==> src/rtl/pic8_pkg.sv <==
// Package: pic8_pkg
// Shared widths, command encodings and priority helpers for the eight-input
// interrupt controller. Assumes a level count that is a power of two, so that
// level arithmetic wraps naturally in LVL_W bits.
package pic8_pkg;

    localparam int LVL_W   = 3;
    localparam int NUM_LVL = 1 << LVL_W;
    localparam int DATA_W  = 8;
    localparam int BASE_W  = DATA_W - LVL_W;

    typedef logic [LVL_W-1:0] lvl_t;

    // Decoded end-of-interrupt / priority command.
    typedef enum logic [2:0] {
        CMD_NONE    = 3'd0,
        CMD_EOI_NS  = 3'd1,
        CMD_EOI_SP  = 3'd2,
        CMD_ROT_NS  = 3'd3,
        CMD_ROT_SP  = 3'd4,
        CMD_SET_PRI = 3'd5
    } eoi_cmd_e;

    // Everything one write can ask of the register file.
    typedef struct packed {
        logic              mask_we;
        logic [DATA_W-1:0] mask_val;
        eoi_cmd_e          eoi_cmd;
        lvl_t              eoi_lvl;
        logic              mode_we;
        logic              smm_we;
        logic              smm_val;
        logic              rsel_we;
        logic              rsel_val;
    } cmd_t;

    // Rank of a level given the current lowest-priority level (0 = highest).
    function automatic lvl_t rank_of(lvl_t lvl, lvl_t low);
        return lvl_t'(lvl - low - lvl_t'(1));
    endfunction

    // Highest-priority set bit of vec; returns {found, level}.
    function automatic logic [LVL_W:0] pick_top(logic [NUM_LVL-1:0] vec, lvl_t low);
        logic found;
        lvl_t sel;
        found = 1'b0;
        sel   = '0;
        for (int k = 0; k < NUM_LVL; k++) begin
            lvl_t idx;
            idx = lvl_t'(low + lvl_t'(k) + lvl_t'(1));
            if (!found && vec[idx]) begin
                found = 1'b1;
                sel   = idx;
            end
        end
        return {found, sel};
    endfunction

endpackage

==> src/rtl/pic8_cmd_decode.sv <==
// Module: pic8_cmd_decode
// Turns one register write into a set of strobes for the register file.
// Purely combinational. Assumes wr_en is asserted for one cycle per command.
// Words with invalid decode bits produce no strobe at all.
module pic8_cmd_decode
    import pic8_pkg::*;
(
    input  logic              wr_en,
    input  logic              reg_sel,
    input  logic [DATA_W-1:0] wr_data,
    output cmd_t              cmd
);

    // Decode the address bit and the word-type field into strobes.
    always_comb begin
        cmd         = '0;
        cmd.eoi_cmd = CMD_NONE;
        cmd.eoi_lvl = wr_data[LVL_W-1:0];
        cmd.mask_val = wr_data;
        if (wr_en) begin
            if (reg_sel) begin
                cmd.mask_we = 1'b1;
            end else if (wr_data[4:3] == 2'b00) begin
                unique case (wr_data[7:5])
                    3'b001:  cmd.eoi_cmd = CMD_EOI_NS;
                    3'b011:  cmd.eoi_cmd = CMD_EOI_SP;
                    3'b101:  cmd.eoi_cmd = CMD_ROT_NS;
                    3'b111:  cmd.eoi_cmd = CMD_ROT_SP;
                    3'b110:  cmd.eoi_cmd = CMD_SET_PRI;
                    default: cmd.eoi_cmd = CMD_NONE;
                endcase
            end else if (wr_data[4:3] == 2'b01 && !wr_data[7]) begin
                cmd.mode_we  = 1'b1;
                cmd.smm_we   = wr_data[6];
                cmd.smm_val  = wr_data[5];
                cmd.rsel_we  = wr_data[1];
                cmd.rsel_val = wr_data[0];
            end
        end
    end

endmodule

==> src/rtl/pic8_resolver.sv <==
// Module: pic8_resolver
// Combinational priority resolver. It finds the highest in-service level,
// decides per level whether a pending unmasked request may interrupt, and
// picks the winner under the rotating order. Assumes low names the current
// lowest-priority level.
module pic8_resolver
    import pic8_pkg::*;
(
    input  logic [NUM_LVL-1:0] req,
    input  logic [NUM_LVL-1:0] mask,
    input  logic [NUM_LVL-1:0] insvc,
    input  lvl_t               low,
    input  logic               smm,
    output logic [NUM_LVL-1:0] cand,
    output logic               irq,
    output logic               win_found,
    output lvl_t               win_lvl,
    output logic               is_found,
    output lvl_t               is_lvl
);

    lvl_t is_rank;

    // Locate the in-service level of highest priority.
    assign {is_found, is_lvl} = pick_top(insvc, low);
    assign is_rank            = rank_of(is_lvl, low);

    // Per-level qualification: normal mode nests on the top in-service level,
    // special mask mode lets each level block only itself.
    for (genvar g = 0; g < NUM_LVL; g++) begin : g_lvl
        logic above_top;
        logic blocked;
        assign above_top = !is_found || (rank_of(lvl_t'(g), low) < is_rank);
        assign blocked   = smm ? insvc[g] : !above_top;
        assign cand[g]   = req[g] & ~mask[g] & ~blocked;
    end

    // Winner among qualified requests, and the interrupt output.
    assign {win_found, win_lvl} = pick_top(cand, low);
    assign irq                  = |cand;

endmodule

==> src/rtl/pic8_ack_seq.sv <==
// Module: pic8_ack_seq
// Two-pulse acknowledge sequencer. The first pulse captures the winner and
// asks for its in-service bit to be set. The second pulse registers the vector
// and, when automatic end of interrupt is on, asks for that bit to be cleared.
// Assumes each ack pulse lasts one cycle.
module pic8_ack_seq
    import pic8_pkg::*;
#(
    parameter logic [BASE_W-1:0] VEC_BASE = 5'h08
) (
    input  logic              clk,
    input  logic              rst_n,
    input  logic              ack,
    input  logic              win_found,
    input  lvl_t              win_lvl,
    input  logic              auto_eoi_en,
    output logic              set_in,
    output lvl_t              set_lvl,
    output logic              aeoi_clr,
    output lvl_t              aeoi_lvl,
    output logic              vec_valid,
    output logic [DATA_W-1:0] vec_out
);

    localparam lvl_t SPUR_LVL = lvl_t'(NUM_LVL - 1);

    logic phase_q;
    lvl_t held_lvl_q;
    logic held_real_q;

    // Requests toward the in-service register.
    assign set_in   = ack && !phase_q && win_found;
    assign set_lvl  = win_lvl;
    assign aeoi_clr = ack && phase_q && held_real_q && auto_eoi_en;
    assign aeoi_lvl = held_lvl_q;

    // Track the phase and hold the captured level between the two pulses.
    always_ff @(posedge clk) begin
        if (!rst_n) begin
            phase_q     <= 1'b0;
            held_lvl_q  <= '0;
            held_real_q <= 1'b0;
        end else if (ack) begin
            phase_q <= !phase_q;
            if (!phase_q) begin
                held_lvl_q  <= win_found ? win_lvl : SPUR_LVL;
                held_real_q <= win_found;
            end
        end
    end

    // Register the vector and its one-cycle strobe on the second pulse.
    always_ff @(posedge clk) begin
        if (!rst_n) begin
            vec_valid <= 1'b0;
            vec_out   <= '0;
        end else begin
            vec_valid <= ack && phase_q;
            if (ack && phase_q) begin
                vec_out <= {VEC_BASE, held_lvl_q};
            end
        end
    end

    AST_VALID_ONE_CYCLE: assert property (@(posedge clk) disable iff (!rst_n) vec_valid |=> !vec_valid);
    AST_SPURIOUS_LEVEL: assert property (@(posedge clk) disable iff (!rst_n) (ack && !phase_q && !win_found) |=> (held_lvl_q == SPUR_LVL && !held_real_q));
    AST_VEC_BASE: assert property (@(posedge clk) disable iff (!rst_n) vec_valid |-> (vec_out[DATA_W-1:LVL_W] == VEC_BASE));

endmodule

==> src/rtl/pic8_core.sv <==
// Module: pic8_core
// Top of the eight-input priority interrupt controller. Holds the request,
// mask and in-service registers, the lowest-priority pointer, the mask mode
// and the read-source selection, and ties together the decoder, resolver and
// acknowledge sequencer. Assumes reset defaults replace any initialisation.
module pic8_core
    import pic8_pkg::*;
#(
    parameter logic [BASE_W-1:0] VEC_BASE = 5'h08
) (
    input  logic              clk,
    input  logic              rst_n,
    input  logic              reg_sel,
    input  logic              wr_en,
    input  logic [DATA_W-1:0] wr_data,
    output logic [DATA_W-1:0] rd_data,
    input  logic [NUM_LVL-1:0] irq_in,
    input  logic              auto_eoi_en,
    input  logic              ack,
    output logic              irq_out,
    output logic              vec_valid,
    output logic [DATA_W-1:0] vec_out
);

    localparam lvl_t RESET_LOW = lvl_t'(NUM_LVL - 1);

    cmd_t               cmd;
    logic [NUM_LVL-1:0] req_q;
    logic [NUM_LVL-1:0] mask_q;
    logic [NUM_LVL-1:0] insvc_q;
    logic [NUM_LVL-1:0] insvc_nxt;
    lvl_t               low_q;
    lvl_t               low_nxt;
    logic               smm_q;
    logic               rsel_is_q;
    logic [NUM_LVL-1:0] cand;
    logic               win_found;
    lvl_t               win_lvl;
    logic               is_found;
    lvl_t               is_lvl;
    logic               set_in;
    lvl_t               set_lvl;
    logic               aeoi_clr;
    lvl_t               aeoi_lvl;

    pic8_cmd_decode u_dec (
        .wr_en   (wr_en),
        .reg_sel (reg_sel),
        .wr_data (wr_data),
        .cmd     (cmd)
    );

    pic8_resolver u_res (
        .req       (req_q),
        .mask      (mask_q),
        .insvc     (insvc_q),
        .low       (low_q),
        .smm       (smm_q),
        .cand      (cand),
        .irq       (irq_out),
        .win_found (win_found),
        .win_lvl   (win_lvl),
        .is_found  (is_found),
        .is_lvl    (is_lvl)
    );

    pic8_ack_seq #(.VEC_BASE(VEC_BASE)) u_ack (
        .clk         (clk),
        .rst_n       (rst_n),
        .ack         (ack),
        .win_found   (win_found),
        .win_lvl     (win_lvl),
        .auto_eoi_en (auto_eoi_en),
        .set_in      (set_in),
        .set_lvl     (set_lvl),
        .aeoi_clr    (aeoi_clr),
        .aeoi_lvl    (aeoi_lvl),
        .vec_valid   (vec_valid),
        .vec_out     (vec_out)
    );

    // Sample the request lines every cycle.
    always_ff @(posedge clk) begin
        if (!rst_n) req_q <= '0;
        else        req_q <= irq_in;
    end

    // Mask register, written only by the mask word.
    always_ff @(posedge clk) begin
        if (!rst_n)           mask_q <= '0;
        else if (cmd.mask_we) mask_q <= cmd.mask_val;
    end

    // Mask mode and read source, written by the mode word under their enables.
    always_ff @(posedge clk) begin
        if (!rst_n) begin
            smm_q     <= 1'b0;
            rsel_is_q <= 1'b0;
        end else begin
            if (cmd.smm_we)  smm_q     <= cmd.smm_val;
            if (cmd.rsel_we) rsel_is_q <= cmd.rsel_val;
        end
    end

    // Next in-service state: command clears, then auto clear, then ack set.
    always_comb begin
        insvc_nxt = insvc_q;
        unique case (cmd.eoi_cmd)
            CMD_EOI_NS, CMD_ROT_NS: if (is_found) insvc_nxt[is_lvl] = 1'b0;
            CMD_EOI_SP, CMD_ROT_SP: insvc_nxt[cmd.eoi_lvl] = 1'b0;
            default: ;
        endcase
        if (aeoi_clr) insvc_nxt[aeoi_lvl] = 1'b0;
        if (set_in)   insvc_nxt[set_lvl]  = 1'b1;
    end

    // Next lowest-priority level from rotate and set-priority commands.
    always_comb begin
        low_nxt = low_q;
        unique case (cmd.eoi_cmd)
            CMD_ROT_NS:              if (is_found) low_nxt = is_lvl;
            CMD_ROT_SP, CMD_SET_PRI: low_nxt = cmd.eoi_lvl;
            default: ;
        endcase
    end

    // In-service register and priority pointer.
    always_ff @(posedge clk) begin
        if (!rst_n) begin
            insvc_q <= '0;
            low_q   <= RESET_LOW;
        end else begin
            insvc_q <= insvc_nxt;
            low_q   <= low_nxt;
        end
    end

    // Read mux: mask at address 1, otherwise the selected source.
    always_comb begin
        if (reg_sel)        rd_data = mask_q;
        else if (rsel_is_q) rd_data = insvc_q;
        else                rd_data = req_q;
    end

    AST_MASK_WRITE: assert property (@(posedge clk) disable iff (!rst_n) (wr_en && reg_sel) |=> (mask_q == $past(wr_data)));
    AST_WIN_UNMASKED: assert property (@(posedge clk) disable iff (!rst_n) win_found |-> (req_q[win_lvl] && !mask_q[win_lvl]));
    AST_IRQ_NEEDS_REQ: assert property (@(posedge clk) disable iff (!rst_n) irq_out |-> (|(req_q & ~mask_q)));
    AST_ACK_SETS: assert property (@(posedge clk) disable iff (!rst_n) set_in |=> insvc_q[$past(set_lvl)]);
    AST_NESTED_ORDER: assert property (@(posedge clk) disable iff (!rst_n) (!smm_q && win_found && is_found) |-> (rank_of(win_lvl, low_q) < rank_of(is_lvl, low_q)));
    AST_SPEC_EOI: assert property (@(posedge clk) disable iff (!rst_n) (cmd.eoi_cmd == CMD_EOI_SP && !set_in) |=> !insvc_q[$past(cmd.eoi_lvl)]);
    AST_ROT_SP_LOW: assert property (@(posedge clk) disable iff (!rst_n) (cmd.eoi_cmd == CMD_ROT_SP) |=> (low_q == $past(cmd.eoi_lvl)));
    AST_SETPRI_KEEPS: assert property (@(posedge clk) disable iff (!rst_n) (cmd.eoi_cmd == CMD_SET_PRI && !set_in && !aeoi_clr) |=> $stable(insvc_q));
    AST_SMM_HOLD: assert property (@(posedge clk) disable iff (!rst_n) (cmd.mode_we && !cmd.smm_we) |=> $stable(smm_q));
    AST_SMM_SELF_BLOCK: assert property (@(posedge clk) disable iff (!rst_n) (smm_q && win_found) |-> !insvc_q[win_lvl]);
    AST_AUTO_EOI: assert property (@(posedge clk) disable iff (!rst_n) aeoi_clr |=> !insvc_q[$past(aeoi_lvl)]);
    AST_BAD_WORD_IGNORED: assert property (@(posedge clk) disable iff (!rst_n) (wr_en && !reg_sel && wr_data[4]) |=> ($stable(mask_q) && $stable(low_q) && $stable(smm_q) && $stable(rsel_is_q)));

endmodule

==> config.mk <==
export PLATFORM = sky130hd
export DESIGN_NAME = pic8_core
export DESIGN_NICKNAME = d
export VERILOG_FILES = /design/src/rtl/pic8_pkg.sv /design/src/rtl/pic8_cmd_decode.sv /design/src/rtl/pic8_resolver.sv /design/src/rtl/pic8_ack_seq.sv /design/src/rtl/pic8_core.sv
export SDC_FILE = /design/constraint.sdc
export NUM_CORES = 1
export LEC_CHECK = 0
export CAP_MARGIN = 25
export CORE_MARGIN = 1.5
export CORE_UTILIZATION = 55
export DETAILED_ROUTE_END_ITERATION = 8
export PLACE_DENSITY = 0.81
export SLEW_MARGIN = 20
export SYNTH_ARGS = -nofsm -noshare
export SYNTH_HDL_FRONTEND = slang
export SYNTH_SLANG_ARGS = --single-unit
==> constraint.sdc <==
create_clock -name clk -period 9.2 [get_ports clk]
set_input_delay 1.84 -clock clk [delete_from_list [all_inputs] [get_ports clk]]
set_output_delay 1.84 -clock clk [all_outputs]
set_load 0.03 [all_outputs]
==> results of run 1 <==
## cells in the mapped netlist (5+ instances only)
| cell | instances |
|---|---|
| nand2_1 | 85 |
| nor2_1 | 55 |
| dfxtp_1 | 39 |
| o21ai_0 | 38 |
| a21oi_1 | 37 |
| clkbuf_1 | 36 |
| nand3_1 | 35 |
| mux2i_1 | 24 |
| inv_1 | 23 |
| nor3_1 | 23 |
| and2_1 | 19 |
| a211oi_1 | 18 |
| a21boi_0 | 13 |
| nor2b_1 | 13 |
| o2111ai_1 | 9 |
| ha_1 | 8 |
| mux2_2 | 8 |
| o211ai_1 | 8 |
| a31oi_1 | 7 |
| and3_1 | 7 |
| buf_2 | 7 |
| a211o_1 | 6 |
| a22o_1 | 6 |
| a22oi_1 | 6 |
| mux4_2 | 6 |
| nand4_1 | 6 |
| a21o_1 | 5 |
| a32oi_1 | 5 |
| buf_4 | 5 |
| nand3b_1 | 5 |
| o21a_1 | 5 |
| o21ai_1 | 5 |
| o31a_1 | 5 |
## where the power goes
group | leakage, nW | internal, mW | switching (mW) | total [mW]
combinational | 1.57 | 0.495 | 0.900 | 1.40
clock | 0.0548 | 0.0817 | 0.0649 | 0.147
sequential | 0.319 | 0.193 | 0.0579 | 0.251
## logic make-up (layout without fill, tap and decap cells)
family          count (synthesis)  count (layout)  synth area share [%]
fa+ha+maj                       9               9                  2.47
other cells                     1               4                0.0771
compound gates                223             223                  32.7
xor+xnor                        4               4                  1.03
mux                            42              42                  11.5
buf+inv                        79              82                  7.18
simple gates                  280             280                  29.0
flops                          39              39                  16.1
## worst paths after layout
| check | slack (ns) | cells after the start | to |
|---|---|---|---|
| max | 0.54 | 30 | insvc_q[7]$_SDFF_PN0_ |
| min reg2reg | 0.48 | 2 | u_ack.vec_out[0]$_SDFFE_PN0P_ |
| min | 0.48 | 2 | u_ack.vec_out[0]$_SDFFE_PN0P_ |
| max reg2reg | 0.54 | 30 | insvc_q[7]$_SDFF_PN0_ |
## area by class of cell
cell class                 instances  area share [%]
tap                              108            2.54
timing repair buffer              49            8.51
clock inverter                     3           0.870
clock buffer                       5            1.29
multi-input combinational        562            70.3
sequential                        39            14.7
inverter                          25            1.79
## state kept, by name (all words and copies together) (netlist names)
signal	cells
rsel_is_q	1
u_ack.vec_valid	1
insvc_q	8
smm_q	1
low_q	3
u_ack.held_real_q	1
mask_q	8
req_q	8
u_ack.aeoi_lvl	3
u_ack.phase_q	1
u_ack.vec_out	4
## layout by cell type, fill, tap and decap left out, drive strengths merged, types with 6 or more instances in the layout
cell	instances
a211o	6
a211oi	18
a21boi	13
a21oi	37
a22o	6
a22oi	6
a31oi	7
and2	19
and3	7
buf	15
clkdlybuf4s50	34
dfxtp	39
ha	8
inv	25
mux2	9
mux2i	24
mux4	9
nand2	85
nand3	35
nand4	6
nor2	55
nor2b	14
nor3	23
o2111ai	9
o211ai	9
o21ai	44
## critical path, delay by kind of cell, from the launching register on
| family | cells | cell delay, ns |
|---|---|---|
| AOI/OAI and AO/OA | 13 | 2.35 |
| muxes | 2 | 1.08 |
| DFF | 1 | 0.35 |
| buffers and inverters | 5 | 1.06 |
| adders and majority gates | 3 | 1.55 |
| and+or+nand+nor | 7 | 2.16 |
## routing by layer
layer / vias to the layer above / track usage, % / wire length (µm)
met5: - / 0 / 0
met4: 0 / 16.2 / 603
met3: 62 / 5.06 / 1550
met2: 389 / 54.9 / 7410
met1: 2645 / 45.5 / 6790
li1: 2565 / - / -
## timing repair
action,in CTS,in global routing
endpoints found under the setup margin,0,5
resized for setup,0,1
hold buffers,0,0
## through the flow
stage | util (%) | setup WS (ns) | cell area (µm²) | power [mW] | hold slack (ns)
final | 61.6 | 0.536 | 5320 | 1.79 | 0.477
after global routing | 61.6 | 0.0669 | 5320 | 1.91 | 0.497
after CTS | 61.6 | 0.581 | 5320 | 1.74 | 0.481
after detailed placement | 60.3 | 0.628 | 5210 | 1.58 | 0.462
after global placement | 60.3 | 0.854 | 5210 | 1.55 | 0.454
after floorplan | - | 0.982 | 4870 | 1.26 | 0.452
==> impl_metrics.yaml, run 1 <==
flow_run:
  drv_cap: 0
place:
  dpl.hpwl_um: 12200
  port_buffers: 35
  dp_cells: 783
  place.gp.congestion: 1.03
clock_network:
  clockRootBuffer: "clkbuf_8"
  cts_tree: "yes"
  clk_latency_ns: 0.30
  cts_buffers: 5
  cts_setup_buffers: 0
  cts.sinks: 39
  htree_levels: 2
  cts.clk_slew.worst_paths_ns: 0.08
  cts_buffer_depth: 2
routing:
  viasPerCell: 7.16
  firstDrtPassIters: 8
  drcViolationCount: 0
  num_vias: 5661
  antenna_left: 0
  routedWlPerCell_um: 20.7
  routed_wl_um: 16400
  dr.first_iter.drc_count: 724
final_layout:
  nNetsFinal: 713
  n_antenna_cell: 0
  syn2layout_area_growth_pct: 9.50
  multiInputGateArea_um2: 3740
  seqCellArea_um2: 782
  stdcell_count: 791
  layout-drive-gt1-share_pct: 8.49
  nFillCells: 761
run_status:
  status: "finished, final reports clean"
sta:
  setup_viol: 0
  hold_viol: 0
  worstMarginPinSlew_ns: 0.947
  finClkSkew_ns: 0.0130
  post-route-period-util_pct: 94.2
  fin_tns_setup_ns: 0
  drv_slew: 0
  rsz0062_at_grt: "no"
  slew_headroom_pct: 36.6
  fmax_ghz: 0.115
  min_period_ns: 8.66
floorplanning:
  die_w_um: 97.0
  rows: 34
  dieArea_um2: 9410
  num_io_pins: 40
  die_height_um: 97.0
  start_util_pct: 56.3
  core_area_um2: 8640
critical_path:
  cp-start-kind: "register"
  cp-end-kind: "register"
  slowest_delay_ns: 0.67
  crit_type: "register to register"
  crit_fanout: 40
  arrival_ns: 8.89
  timing.rr.start: "low_q[0]$_SDFFE_PN1P_"
  cp.required_ns: 9.43
  crit_slowest_cell: "or4_1"
  crit_start: "low_q[0]$_SDFFE_PN1P_"
  cpMostUsedCell: "o21ai_0"
yosys:
  synth_edf_count: 0
  avgSynthCellArea_um2: 7.18
  synth_top_area_share_pct: 16.1
  synth.top_cells.by_area: "dfxtp_1, nand2_1, mux2i_1, nor2_1, o21ai_0"
  synth-main-ff-cell: "dfxtp_1"
  ys_ff_latch: 39
  synth-async-reset-ratio_pct: 0
  yosysWarnings: 0
  synth-seq-area-share_pct: 16.1
  synthCells: 677
  yosysUniqueCellTypes: 82
  yosys.area.top_type: "dfxtp_1"
  netlist_area_um2: 4860
grt:
  grt_start_max_net_pins: 41
  grt_use_total_pct: 34.3
  antenna_found_initial: 0
  grt_pass1_wl_um: 26800
  gr-total-overflow: 0
  grt_pass1_vias: 5362
power:
  vdd_drop_max_mv: 0.179
  p_per_area_nw_per_um2: 337
  leakage_nw: 1.94
min_path:
  hold_path.class: "register to register"
  worstHoldStart: "u_ack.vec_out[0]$_SDFFE_PN0P_"
Power figures use the tool's default switching activity.
==> run 2: changes to the inputs <==
HOLD_SLACK_MARGIN = 0.15   (was default)
SETUP_SLACK_MARGIN = 0.05   (was default)
==> results of run 2 <==
Same layout as run 1: the final DEF is identical, and so are final timing and power.
==> run 3: changes to the inputs <==
CAP_MARGIN = 20   (was 25)
CORE_UTILIZATION = 54   (was 55)
PLACE_DENSITY = 0.83   (was 0.81)
SLEW_MARGIN = 5   (was 20)
clock period = 7.05 ns   (was 9.2 ns; I/O delays follow)
==> impl_metrics.yaml, run 3 (same netlist as run 1, synthesis figures left out) <==
run_status:
  status: "finished, final reports clean"
grt:
  grt_pass1_vias: 5300
  grt_start_max_net_pins: 36
  antenna_found_initial: 0
  grt_pass1_wl_um: 26400
  grt_use_total_pct: 33.4
  gr-total-overflow: 0
critical_path:
  timing.rr.start: "low_q[0]$_SDFFE_PN1P_"
  r2r_setup_slack_ns: 0.28
  cp-end-kind: "register"
  cp.required_ns: 7.27
  crit_fanout: 7
  crit_type: "register to register"
  rr_worst_depth: 26
  arrival_ns: 6.99
  cp-start-kind: "register"
  worstReg2RegEnd: "insvc_q[3]$_SDFF_PN0_"
routing:
  antenna_left: 0
  routed_wl_um: 16700
  routedWlPerCell_um: 20.4
  drcViolationCount: 0
  dr.first_iter.drc_count: 803
  num_vias: 5754
  firstDrtPassIters: 7
  viasPerCell: 7.05
final_layout:
  n_antenna_cell: 0
  final_common_cell: "nand2_1"
  reg_top3: "insvc_q x8, mask_q x8, req_q x8"
  layout_common_cells: "nand2_1, nor2_1, dfxtp_1, buf_4, nand3_1"
  stdcell_count: 816
  syn2layout_area_growth_pct: 16.8
  nNetsFinal: 738
  layout-drive-gt1-share_pct: 15.8
sta:
  drv_slew: 0
  setup_viol: 0
  slew_headroom_pct: 34.1
  fin_tns_setup_ns: 0
  post-route-period-util_pct: 96.0
  worstMarginPinSlew_ns: 0.982
  rsz0062_at_grt: "yes"
  hold_viol: 0
  finClkSkew_ns: 0.0110
  worst_hold_slack_ns: 0.479
  min_period_ns: 6.77
  fmax_ghz: 0.148
floorplanning:
  dieArea_um2: 9580
  num_io_pins: 40
  start_util_pct: 55.7
  core_area_um2: 8720
  rows: 34
  die_w_um: 97.9
  die_height_um: 97.9
power:
  p_per_area_nw_per_um2: 447
  combPwrFrac_pct: 81.2
  p_sw_mw: 1.42
  clock_power_share_pct: 6.3
  p_sw_share_pct: 56.0
  leakage_nw: 2.07
  power_frac_seq_pct: 12.5
  vdd_drop_max_mv: 0.254
  power.internal_mw: 1.12
clock_network:
  htree_levels: 2
  cts_buffers: 5
  clk_latency_ns: 0.29
  cts_buffer_depth: 2
  clockRootBuffer: "clkbuf_8"
  cts.clk_slew.worst_paths_ns: 0.08
  cts_hold_buffers: 0
  cts_tree: "yes"
  cts.sinks: 39
min_path:
  min_to: "u_ack.vec_out[1]$_SDFFE_PN0P_"
  holdPathStages: 2
  worstHoldStart: "u_ack.vec_out[1]$_SDFFE_PN0P_"
  hold_path.class: "register to register"
place:
  dpl.hpwl_um: 12200
  port_buffers: 35
  place.gp.congestion: 1.05
  dp_cells: 801
flow_run:
  drv_cap: 0
[run 3: what timing repair did]
action,4_1_cts,5_1_grt
buffers inserted,0,7
pin swaps,0,7
setup endpoints to repair,1,13
resized for setup,1,29
cloned,0,0
[run 3: layout make-up]
type / instances / area (µm²)
multi-input combinational: 562 / 3920
fill: 721 / 3040
sequential: 39 / 786
timing repair buffer: 74 / 639
tap: 108 / 135
inverter: 25 / 105
clock buffer: 6 / 82.6
clock inverter: 2 / 13.8
[run 3: worst max-delay path by stage]
stage	startpoint	to	slack, ns	depth (start not counted)
final	low_q[0]$_SDFFE_PN1P_	insvc_q[3]$_SDFF_PN0_	0.28	26
after global routing	low_q[0]$_SDFFE_PN1P_	insvc_q[3]$_SDFF_PN0_	-0.06	26
after CTS	low_q[0]$_SDFFE_PN1P_	insvc_q[3]$_SDFF_PN0_	0.10	28
after detailed placement	low_q[0]$_SDFFE_PN1P_	insvc_q[3]$_SDFF_PN0_	0.12	28
after global placement	low_q[0]$_SDFFE_PN1P_	irq_out	0.28	21
after floorplan	low_q[0]$_SDFFE_PN1P_	insvc_q[3]$_SDFF_PN0_	-0.09	36
[run 3: per-layer routing]
metal	wire length, µm	global-route usage, %	vias up	share of wire [%]
li1	-	-	2620	-
met1	6470	43.9	2648	39
met2	7550	53.4	415	45
met3	1980	5.80	71	12
met4	671	15.5	0	4.0
met5	0	0	-	0
[run 3: per-stage QoR]
step | cell area [µm²] | worst slack [ns] | util, % | total power [mW]
2_1_floorplan | 5000 | -0.0873 | - | 1.71
3_5_place_dp | 5420 | 0.124 | 62.1 | 2.19
4_1_cts | 5510 | 0.100 | 63.2 | 2.35
3_3_place_gp | 5420 | 0.280 | 62.1 | 2.15
6_report | 5680 | 0.283 | 65.1 | 2.54
5_1_grt | 5680 | -0.0611 | 65.1 | 2.72
[run 3: worst max-delay path, stage by stage, from the launching register on]
cell and delay [ns]:
dfxtp_4 0.39, inv_8 0.04, ha_4 0.31, mux4_2 0.52
nor2b_1 0.15, mux4_2 0.49, nand2_1 0.07, o21ai_1 0.06
o21ai_1 0.12, a22oi_1 0.11, a221oi_2 0.25, inv_2 0.10
fa_2 0.56, inv_1 0.12, ha_1 0.36, a21oi_1 0.12
buf_4 0.17, or2_2 0.29, a32oi_1 0.23, o21ai_2 0.12
a22o_1 0.23, or4_4 0.46, or4_4 0.57, a311oi_4 0.26
a211oi_2 0.09, or3_1 0.33, o22ai_1 0.17
[run 3: power by group through the flow]
stage / sequential (mW) / clock [mW] / combinational (mW)
3_3_place_gp: 0.315 / 0 / 1.83
3_5_place_dp: 0.318 / 0 / 1.87
6_report: 0.317 / 0.160 / 2.06
5_1_grt: 0.320 / 0.173 / 2.22
4_1_cts: 0.313 / 0.161 / 1.88
2_1_floorplan: 0.275 / 0 / 1.44
